File: config.mk
export PLATFORM = sky130hd
export DESIGN_NAME = vtcmp_router
export DESIGN_NICKNAME = d
export VERILOG_FILES = /design/src/rtl/vtcmp_route_pkg.sv /design/src/rtl/vtcmp_primary_dec.sv /design/src/rtl/vtcmp_alias_dec.sv /design/src/rtl/vtcmp_router.sv
export SDC_FILE = /design/constraint.sdc
export NUM_CORES = 1
export LEC_CHECK = 0
export BUFFER_PORTS_ARGS = -buffer_cell sky130_fd_sc_hd__buf_2
export CORE_MARGIN = 2
export CORE_UTILIZATION = 40
export CTS_CLUSTER_DIAMETER = 80
export CTS_CLUSTER_SIZE = 30
export DETAILED_ROUTE_END_ITERATION = 7
export MAX_ROUTING_LAYER = met4
export PLACE_DENSITY = 0.77
export SLEW_MARGIN = 20
export SYNTH_ARGS = -nofsm -noshare
export SYNTH_HDL_FRONTEND = slang
export SYNTH_SLANG_ARGS = --single-unit
File: constraint.sdc
create_clock -name clk -period 1.4 [get_ports clk]
set_input_delay 0.21 -clock clk [delete_from_list [all_inputs] [get_ports clk]]
set_output_delay 0.21 -clock clk [all_outputs]
set_load 0.005 [all_outputs]
File: src/rtl/vtcmp_route_pkg.sv
package vtcmp_route_pkg;
  localparam int OUT_N   = 6;
  localparam int O_GUEST = 0;
  localparam int O_HSEC  = 1;
  localparam int O_HNS   = 2;
  localparam int O_MEM   = 3;
  localparam int O_TRAP  = 4;
  localparam int O_UNDEF = 5;

  typedef struct packed {
    logic       hyp_en;
    logic       host_mode;
    logic       tge_route;
    logic       kern_l0_en;
    logic       hyp_l0_en;
    logic       hyp_l1_trap;
    logic       hyp_nest_trap;
    logic [2:0] nest_ctl;
    logic       nonsecure;
    logic       sec_hyp_present;
    logic       lvl2_wide;
  } ctl_t;

  typedef struct packed {
    logic [OUT_N-1:0] hot;
    logic [1:0]       lvl;
  } verdict_t;

  function automatic verdict_t pick(input int idx, input logic [1:0] tl);
    verdict_t v;
    v.hot = '0;
    v.hot[idx] = 1'b1;
    v.lvl = tl;
    return v;
  endfunction
endpackage

File: src/rtl/vtcmp_primary_dec.sv
module vtcmp_primary_dec
  import vtcmp_route_pkg::*;
(
  input  logic [1:0] level,
  input  ctl_t       c,
  output verdict_t   v
);
  logic pair_host;
  logic pair_other;
  verdict_t redir;

  assign pair_host  = c.hyp_en & c.host_mode & c.tge_route;
  assign pair_other = c.hyp_en & ~(c.host_mode & c.tge_route);

  always_comb begin
    if (c.host_mode && !c.nonsecure && c.sec_hyp_present) redir = pick(O_HSEC, 2'd0);
    else if (c.host_mode && c.nonsecure)                   redir = pick(O_HNS, 2'd0);
    else                                                    redir = pick(O_GUEST, 2'd0);
  end

  always_comb begin
    v = pick(O_GUEST, 2'd0);
    unique case (level)
      2'd0: begin
        if (!pair_host && !c.kern_l0_en)
          v = pick(O_TRAP, (c.hyp_en && c.tge_route) ? 2'd2 : 2'd1);
        else if (pair_host && !c.hyp_l0_en)
          v = pick(O_TRAP, 2'd2);
        else if (pair_other && c.hyp_l1_trap)
          v = pick(O_TRAP, 2'd2);
        else if (pair_host)
          v = redir;
        else
          v = pick(O_GUEST, 2'd0);
      end
      2'd1: begin
        if (c.hyp_en && c.hyp_l1_trap)
          v = pick(O_TRAP, 2'd2);
        else if (c.hyp_en && c.nest_ctl == 3'b111)
          v = pick(O_MEM, 2'd0);
        else
          v = pick(O_GUEST, 2'd0);
      end
      2'd2: v = redir;
      default: v = pick(O_GUEST, 2'd0);
    endcase
  end
endmodule

File: src/rtl/vtcmp_alias_dec.sv
module vtcmp_alias_dec
  import vtcmp_route_pkg::*;
(
  input  logic [1:0] level,
  input  ctl_t       c,
  output verdict_t   v
);
  logic pair_other;
  assign pair_other = c.hyp_en & ~(c.host_mode & c.tge_route);

  always_comb begin
    v = pick(O_UNDEF, 2'd0);
    unique case (level)
      2'd0: v = pick(O_UNDEF, 2'd0);
      2'd1: begin
        if (c.hyp_en && c.nest_ctl == 3'b101) begin
          if (pair_other && c.hyp_nest_trap) v = pick(O_TRAP, 2'd2);
          else                               v = pick(O_MEM, 2'd0);
        end else if (c.hyp_en && c.nest_ctl[0]) begin
          v = pick(O_TRAP, 2'd2);
        end else begin
          v = pick(O_UNDEF, 2'd0);
        end
      end
      2'd2: v = c.host_mode ? pick(O_GUEST, 2'd0) : pick(O_UNDEF, 2'd0);
      default: v = (c.hyp_en && c.lvl2_wide && c.host_mode) ?
                   pick(O_GUEST, 2'd0) : pick(O_UNDEF, 2'd0);
    endcase
  end
endmodule

File: src/rtl/vtcmp_router.sv
module vtcmp_router
  import vtcmp_route_pkg::*;
#(
  parameter int          CLASS_W   = 8,
  parameter int          OFF_W     = 12,
  parameter logic [7:0]  TRAP_EC   = 8'h18,
  parameter logic [11:0] SLOT_OFF  = 12'h168,
  parameter bit          REG_OUT   = 1'b1
) (
  input  logic               clk,
  input  logic               rst,
  input  logic               req_valid,
  input  logic               req_write,
  input  logic               req_alias,
  input  logic [1:0]         req_level,
  input  logic               hyp_en,
  input  logic               host_mode,
  input  logic               tge_route,
  input  logic               kern_l0_en,
  input  logic               hyp_l0_en,
  input  logic               hyp_l1_trap,
  input  logic               hyp_nest_trap,
  input  logic [2:0]         nest_ctl,
  input  logic               nonsecure,
  input  logic               sec_hyp_present,
  input  logic               lvl2_wide,
  output logic               rsp_valid,
  output logic               rsp_write,
  output logic [OUT_N-1:0]   outcome,
  output logic [1:0]         trap_level,
  output logic [CLASS_W-1:0] trap_class,
  output logic [OFF_W-1:0]   mem_offset
);
  localparam logic [CLASS_W-1:0] EC_W  = CLASS_W'(TRAP_EC);
  localparam logic [OFF_W-1:0]   OFF_V = OFF_W'(SLOT_OFF);

  ctl_t     ctl;
  verdict_t v_pri, v_ali, v_sel;
  logic [OUT_N-1:0]   hot_n;
  logic [1:0]         lvl_n;
  logic [CLASS_W-1:0] cls_n;
  logic [OFF_W-1:0]   off_n;

  assign ctl = '{hyp_en: hyp_en, host_mode: host_mode, tge_route: tge_route,
                 kern_l0_en: kern_l0_en, hyp_l0_en: hyp_l0_en,
                 hyp_l1_trap: hyp_l1_trap, hyp_nest_trap: hyp_nest_trap,
                 nest_ctl: nest_ctl, nonsecure: nonsecure,
                 sec_hyp_present: sec_hyp_present, lvl2_wide: lvl2_wide};

  vtcmp_primary_dec u_pri (.level(req_level), .c(ctl), .v(v_pri));
  vtcmp_alias_dec   u_ali (.level(req_level), .c(ctl), .v(v_ali));

  assign v_sel = req_alias ? v_ali : v_pri;

  always_comb begin
    hot_n = req_valid ? v_sel.hot : '0;
    lvl_n = (req_valid && v_sel.hot[O_TRAP]) ? v_sel.lvl : 2'd0;
    cls_n = (req_valid && v_sel.hot[O_TRAP]) ? EC_W : '0;
    off_n = (req_valid && v_sel.hot[O_MEM])  ? OFF_V : '0;
  end

  generate
    if (REG_OUT) begin : g_reg
      always_ff @(posedge clk) begin
        if (rst) begin
          rsp_valid  <= 1'b0;
          rsp_write  <= 1'b0;
          outcome    <= '0;
          trap_level <= '0;
          trap_class <= '0;
          mem_offset <= '0;
        end else begin
          rsp_valid  <= req_valid;
          rsp_write  <= req_valid & req_write;
          outcome    <= hot_n;
          trap_level <= lvl_n;
          trap_class <= cls_n;
          mem_offset <= off_n;
        end
      end
    end else begin : g_comb
      always_comb begin
        rsp_valid  = req_valid;
        rsp_write  = req_valid & req_write;
        outcome    = hot_n;
        trap_level = lvl_n;
        trap_class = cls_n;
        mem_offset = off_n;
      end
    end
  endgenerate
endmodule

==> Flow_metrics.wiki <==
{| class="wikitable"
! Metric !! Value
|-
| Count of input and output buffers || 35
|-
| Reg clk slew, reported paths || 0.07 ns
|-
| Pwr per Cell Area || roughly 840 nW/um^2
|-
| Type of the worst setup path || primary input to flip-flop
|-
| Number of placement rows || 15
|-
| Share of the cycle needed by the critical path after routing || around 69%
|-
| Leak || 0.463 nW
|-
| Count of endpoints failing setup in the final report || 0
|-
| Run status || completed
|-
| Wire length per cell after detailed routing || around 11 um
|-
| Hold WC Path Type || primary input to flip-flop
|-
| Die W || 47.1 um
|-
| Arrival time at the worst endpoint || between 1 and 1.5 ns
|-
| Root Buffer || sky130_fd_sc_hd__clkbuf_4
|-
| Area growth from synthesis to layout || 18.5%
|-
| Cell area reported after detailed placement || 845 sq um
|-
| Routability-driven placement congestion ratio || approximately 0.84
|-
| Number of remaining DRC errors || 0
|-
| Series of cell instances along the critical path || buf_2 -> nand2b_1 -> nand3_2 -> nor4_2 -> and4_1
|-
| Effective utilization at floorplan || between 40% and 50%
|-
| Highest clock frequency the design can meet || 1.03 GHz
|-
| Initial drt markers || 40
|-
| Buffering stage count on the worst path with inverters included || 1
|-
| Vias post-DR || 700
|-
| Category of cells accounting for the largest share of critical-path delay || simple AND/OR/NAND/NOR gates
|-
| Drt first pass iters || 6
|-
| Launch instance of the worst min-delay path || nonsecure
|-
| Final Max Slew Viols || 0
|-
| Ratio of cells with drive above 1 in the final layout || approximately two fifths
|-
| Die Y || 47.1 um
|-
| Placeable core region || about 1700 sq um
|-
| Worst VDD drop || roughly 0.00033 V
|-
| ANT nets after route || 0
|-
| Setup TNS || 0 ns
|-
| Die Outline Area || approximately 2200 sq um
|-
| WHS || between 0.1 and 0.15 ns
|-
| H-tree levels || 1
|-
| Startpoint kind of the worst setup timing path || primary input
|-
| Pin count of the biggest net entering global routing || 12
|-
| Crit path launch || hyp_en
|-
| Nets@finish || between 100 and 150
|-
| Clock period minus worst slack || ~0.97 ns
|-
| Max-cap viol count || 0
|-
| Sequential area share after synthesis || between 30% and 40%
|-
| Max clock buf depth || 2
|-
| Global-route wire length before repair || about 2.2 mm
|-
| Resized Gates After CTS || 0
|-
| Total overflow reported by the global router || 0
|-
| Setup crit end kind || flip-flop
|-
| Average via count per standard cell || 4.83
|-
| RSZ-0062 raised after global routing || false
|-
| Cell area after synthesis || between 700 and 800 sq um
|-
| Post-Syn Instances || 88
|-
| Yosys warning count || 0
|-
| Quantity of hold-fixing buffers added after cts || 0
|-
| Highest cell delay on the worst timing path || 0.32 ns
|-
| Number of logic stages on the critical path including buffering || 5
|-
| Via count of the first global-routing pass || ~510
|-
| Number of primary I/O pins || 50
|-
| Count of cell types in the netlist || 32
|-
| Antenna violations before repair || 0
|-
| CTS tree || built
|-
| Slowest cell on crit path || sky130_fd_sc_hd__nor4_2
|-
| Critical path destination || trap_level[0]
|-
| CP max FO || 11
|-
| Util after Layout || roughly half
|-
| Cts bufs inserted || 3
|-
| Buffers inserted during post-CTS setup optimization || 0
|-
| Design Area, Final || approximately 900 sq um
|-
| Final number of hold-violating endpoints || 0
|-
| Total wire length || about 1.6 mm
|-
| Avg Synthesized Cell Area || 8.45 sq um
|-
| Required time worst endpoint || ~1.6 ns
|-
| Diodes inserted || 0
|-
| All-layer global routing usage || 14.8%
|-
| Clock sink total || 12
|-
| Final HPWL DP || roughly 1.2 mm
|-
| Number of synthesized register bits || 12
|}
[per-stage QoR]
stage | cells | setup WS (ns) | power [W]
2_1_floorplan | 101 | 0.326 | 0.000456
3_3_place_gp | 141 | 0.161 | 0.000479
3_5_place_dp | 141 | 0.173 | 0.000480
4_1_cts | 145 | 0.448 | 0.000742
5_1_grt | 145 | 0.347 | 0.000770
6_report | 145 | 0.433 | 0.000739
[worst min-delay path by stage]
stage | to | slack (ns) | cells after the start
6_report | outcome[1] | 0.13 | 2
5_1_grt | outcome[1] | 0.12 | 2
4_1_cts | outcome[1] | 0.12 | 2
3_5_place_dp | outcome[1] | 0.41 | 2
3_3_place_gp | outcome[1] | 0.40 | 2
2_1_floorplan | outcome[1] | 0.29 | 1
[per-layer routing]
| layer | vias up | GRT usage (%) | share of wire (%) | wire length, um |
|---|---|---|---|---|
| li1 | 337 | - | - | - |
| met1 | 291 | 18.4 | 40 | 621 |
| met2 | 57 | 21.6 | 45 | 699 |
| met3 | 15 | 3.85 | 11 | 164 |
| met4 | 0 | 8.33 | 4.4 | 68 |
| met5 | - | - | 0 | 0 |
[cell families (layout without fill, tap and decap cells)]
| group | Yosys count | count (layout) | synth area share (%) |
|---|---|---|---|
| AO/OA/AOI/OAI | 19 | 19 | 18.5 |
| buffers and inverters | 25 | 44 | 23.7 |
| flip-flops | 12 | 12 | 32.3 |
| other | 1 | 14 | 0.505 |
| AND/OR/NAND/NOR | 31 | 31 | 24.9 |
[cells in the mapped netlist]
cell type / n / share of area (%)
sky130_fd_sc_hd__nand2b_1: 2 / 1.7
sky130_fd_sc_hd__o21ai_1: 1 / 0.67
sky130_fd_sc_hd__nor2b_2: 1 / 1.2
sky130_fd_sc_hd__nor3_1: 1 / 0.67
sky130_fd_sc_hd__a21oi_1: 5 / 3.4
sky130_fd_sc_hd__o21ai_0: 3 / 2.0
sky130_fd_sc_hd__buf_6: 1 / 1.5
sky130_fd_sc_hd__nor4_2: 1 / 1.7
sky130_fd_sc_hd__nor3b_1: 2 / 2.0
sky130_fd_sc_hd__nand2_1: 6 / 3.0
sky130_fd_sc_hd__a21o_2: 1 / 1.2
sky130_fd_sc_hd__or2_1: 2 / 1.7
sky130_fd_sc_hd__o22ai_1: 1 / 0.84
sky130_fd_sc_hd__nand4_1: 2 / 1.7
sky130_fd_sc_hd__and4_1: 1 / 1.2
sky130_fd_sc_hd__a211oi_1: 1 / 1.0
sky130_fd_sc_hd__conb_1: 1 / 0.50
sky130_fd_sc_hd__a21boi_0: 2 / 2.0
sky130_fd_sc_hd__a2111oi_2: 1 / 2.0
sky130_fd_sc_hd__buf_4: 20 / 20
sky130_fd_sc_hd__inv_1: 4 / 2.0
sky130_fd_sc_hd__o211a_1: 1 / 1.3
sky130_fd_sc_hd__dfxtp_1: 12 / 32
sky130_fd_sc_hd__nor3b_2: 1 / 1.7
sky130_fd_sc_hd__and2_1: 1 / 0.84
sky130_fd_sc_hd__nand3_2: 1 / 1.3
sky130_fd_sc_hd__a311oi_2: 1 / 2.0
sky130_fd_sc_hd__nor2_1: 8 / 4.0
sky130_fd_sc_hd__and4b_1: 1 / 1.3
sky130_fd_sc_hd__a31oi_1: 1 / 0.84
sky130_fd_sc_hd__nor4_1: 1 / 0.84
sky130_fd_sc_hd__a31o_2: 1 / 1.2
[cell type report]
type / instances / area [sq um]
sequential: 12 / 240
clock buffer: 4 / 36.3
multi-input combinational: 64 / 375
fill: 182 / 865
tap: 25 / 31.3
timing repair buffer: 36 / 183
inverter: 4 / 15.0
[state kept, by name, indices dropped and copies added (netlist names)]
| signal | flops |
|---|---|
| rsp_valid | 1 |
| trap_level | 2 |
| rsp_write | 1 |
| outcome | 6 |
| mem_offset | 1 |
| trap_class | 1 |
[cells in the final DEF (no fill, tap or decap), types with 2 or more instances in the layout]
cell type and count:
sky130_fd_sc_hd__conb_1 14, sky130_fd_sc_hd__buf_2 35, sky130_fd_sc_hd__nor3b_1 2, sky130_fd_sc_hd__nand2_1 6, sky130_fd_sc_hd__or2_1 2, sky130_fd_sc_hd__o21ai_0 3, sky130_fd_sc_hd__nand2b_1 2, sky130_fd_sc_hd__a21boi_0 2
sky130_fd_sc_hd__nand4_1 2, sky130_fd_sc_hd__inv_1 4, sky130_fd_sc_hd__nor2_1 8, sky130_fd_sc_hd__a21oi_1 5, sky130_fd_sc_hd__clkbuf_4 3, sky130_fd_sc_hd__dfxtp_1 12
[report_power, final]
group | switching (W) | leakage [nW] | internal (W) | total (W)
logic | 0.0000732 | 0.344 | 0.0000516 | 0.000125
clock network | 0.000106 | 0.0210 | 0.000158 | 0.000264
registers | 0.00000178 | 0.0975 | 0.000348 | 0.000350
total | 0.000181 | 0.463 | 0.000558 | 0.000739
No activity file was read; power rests on OpenSTA's default activity.
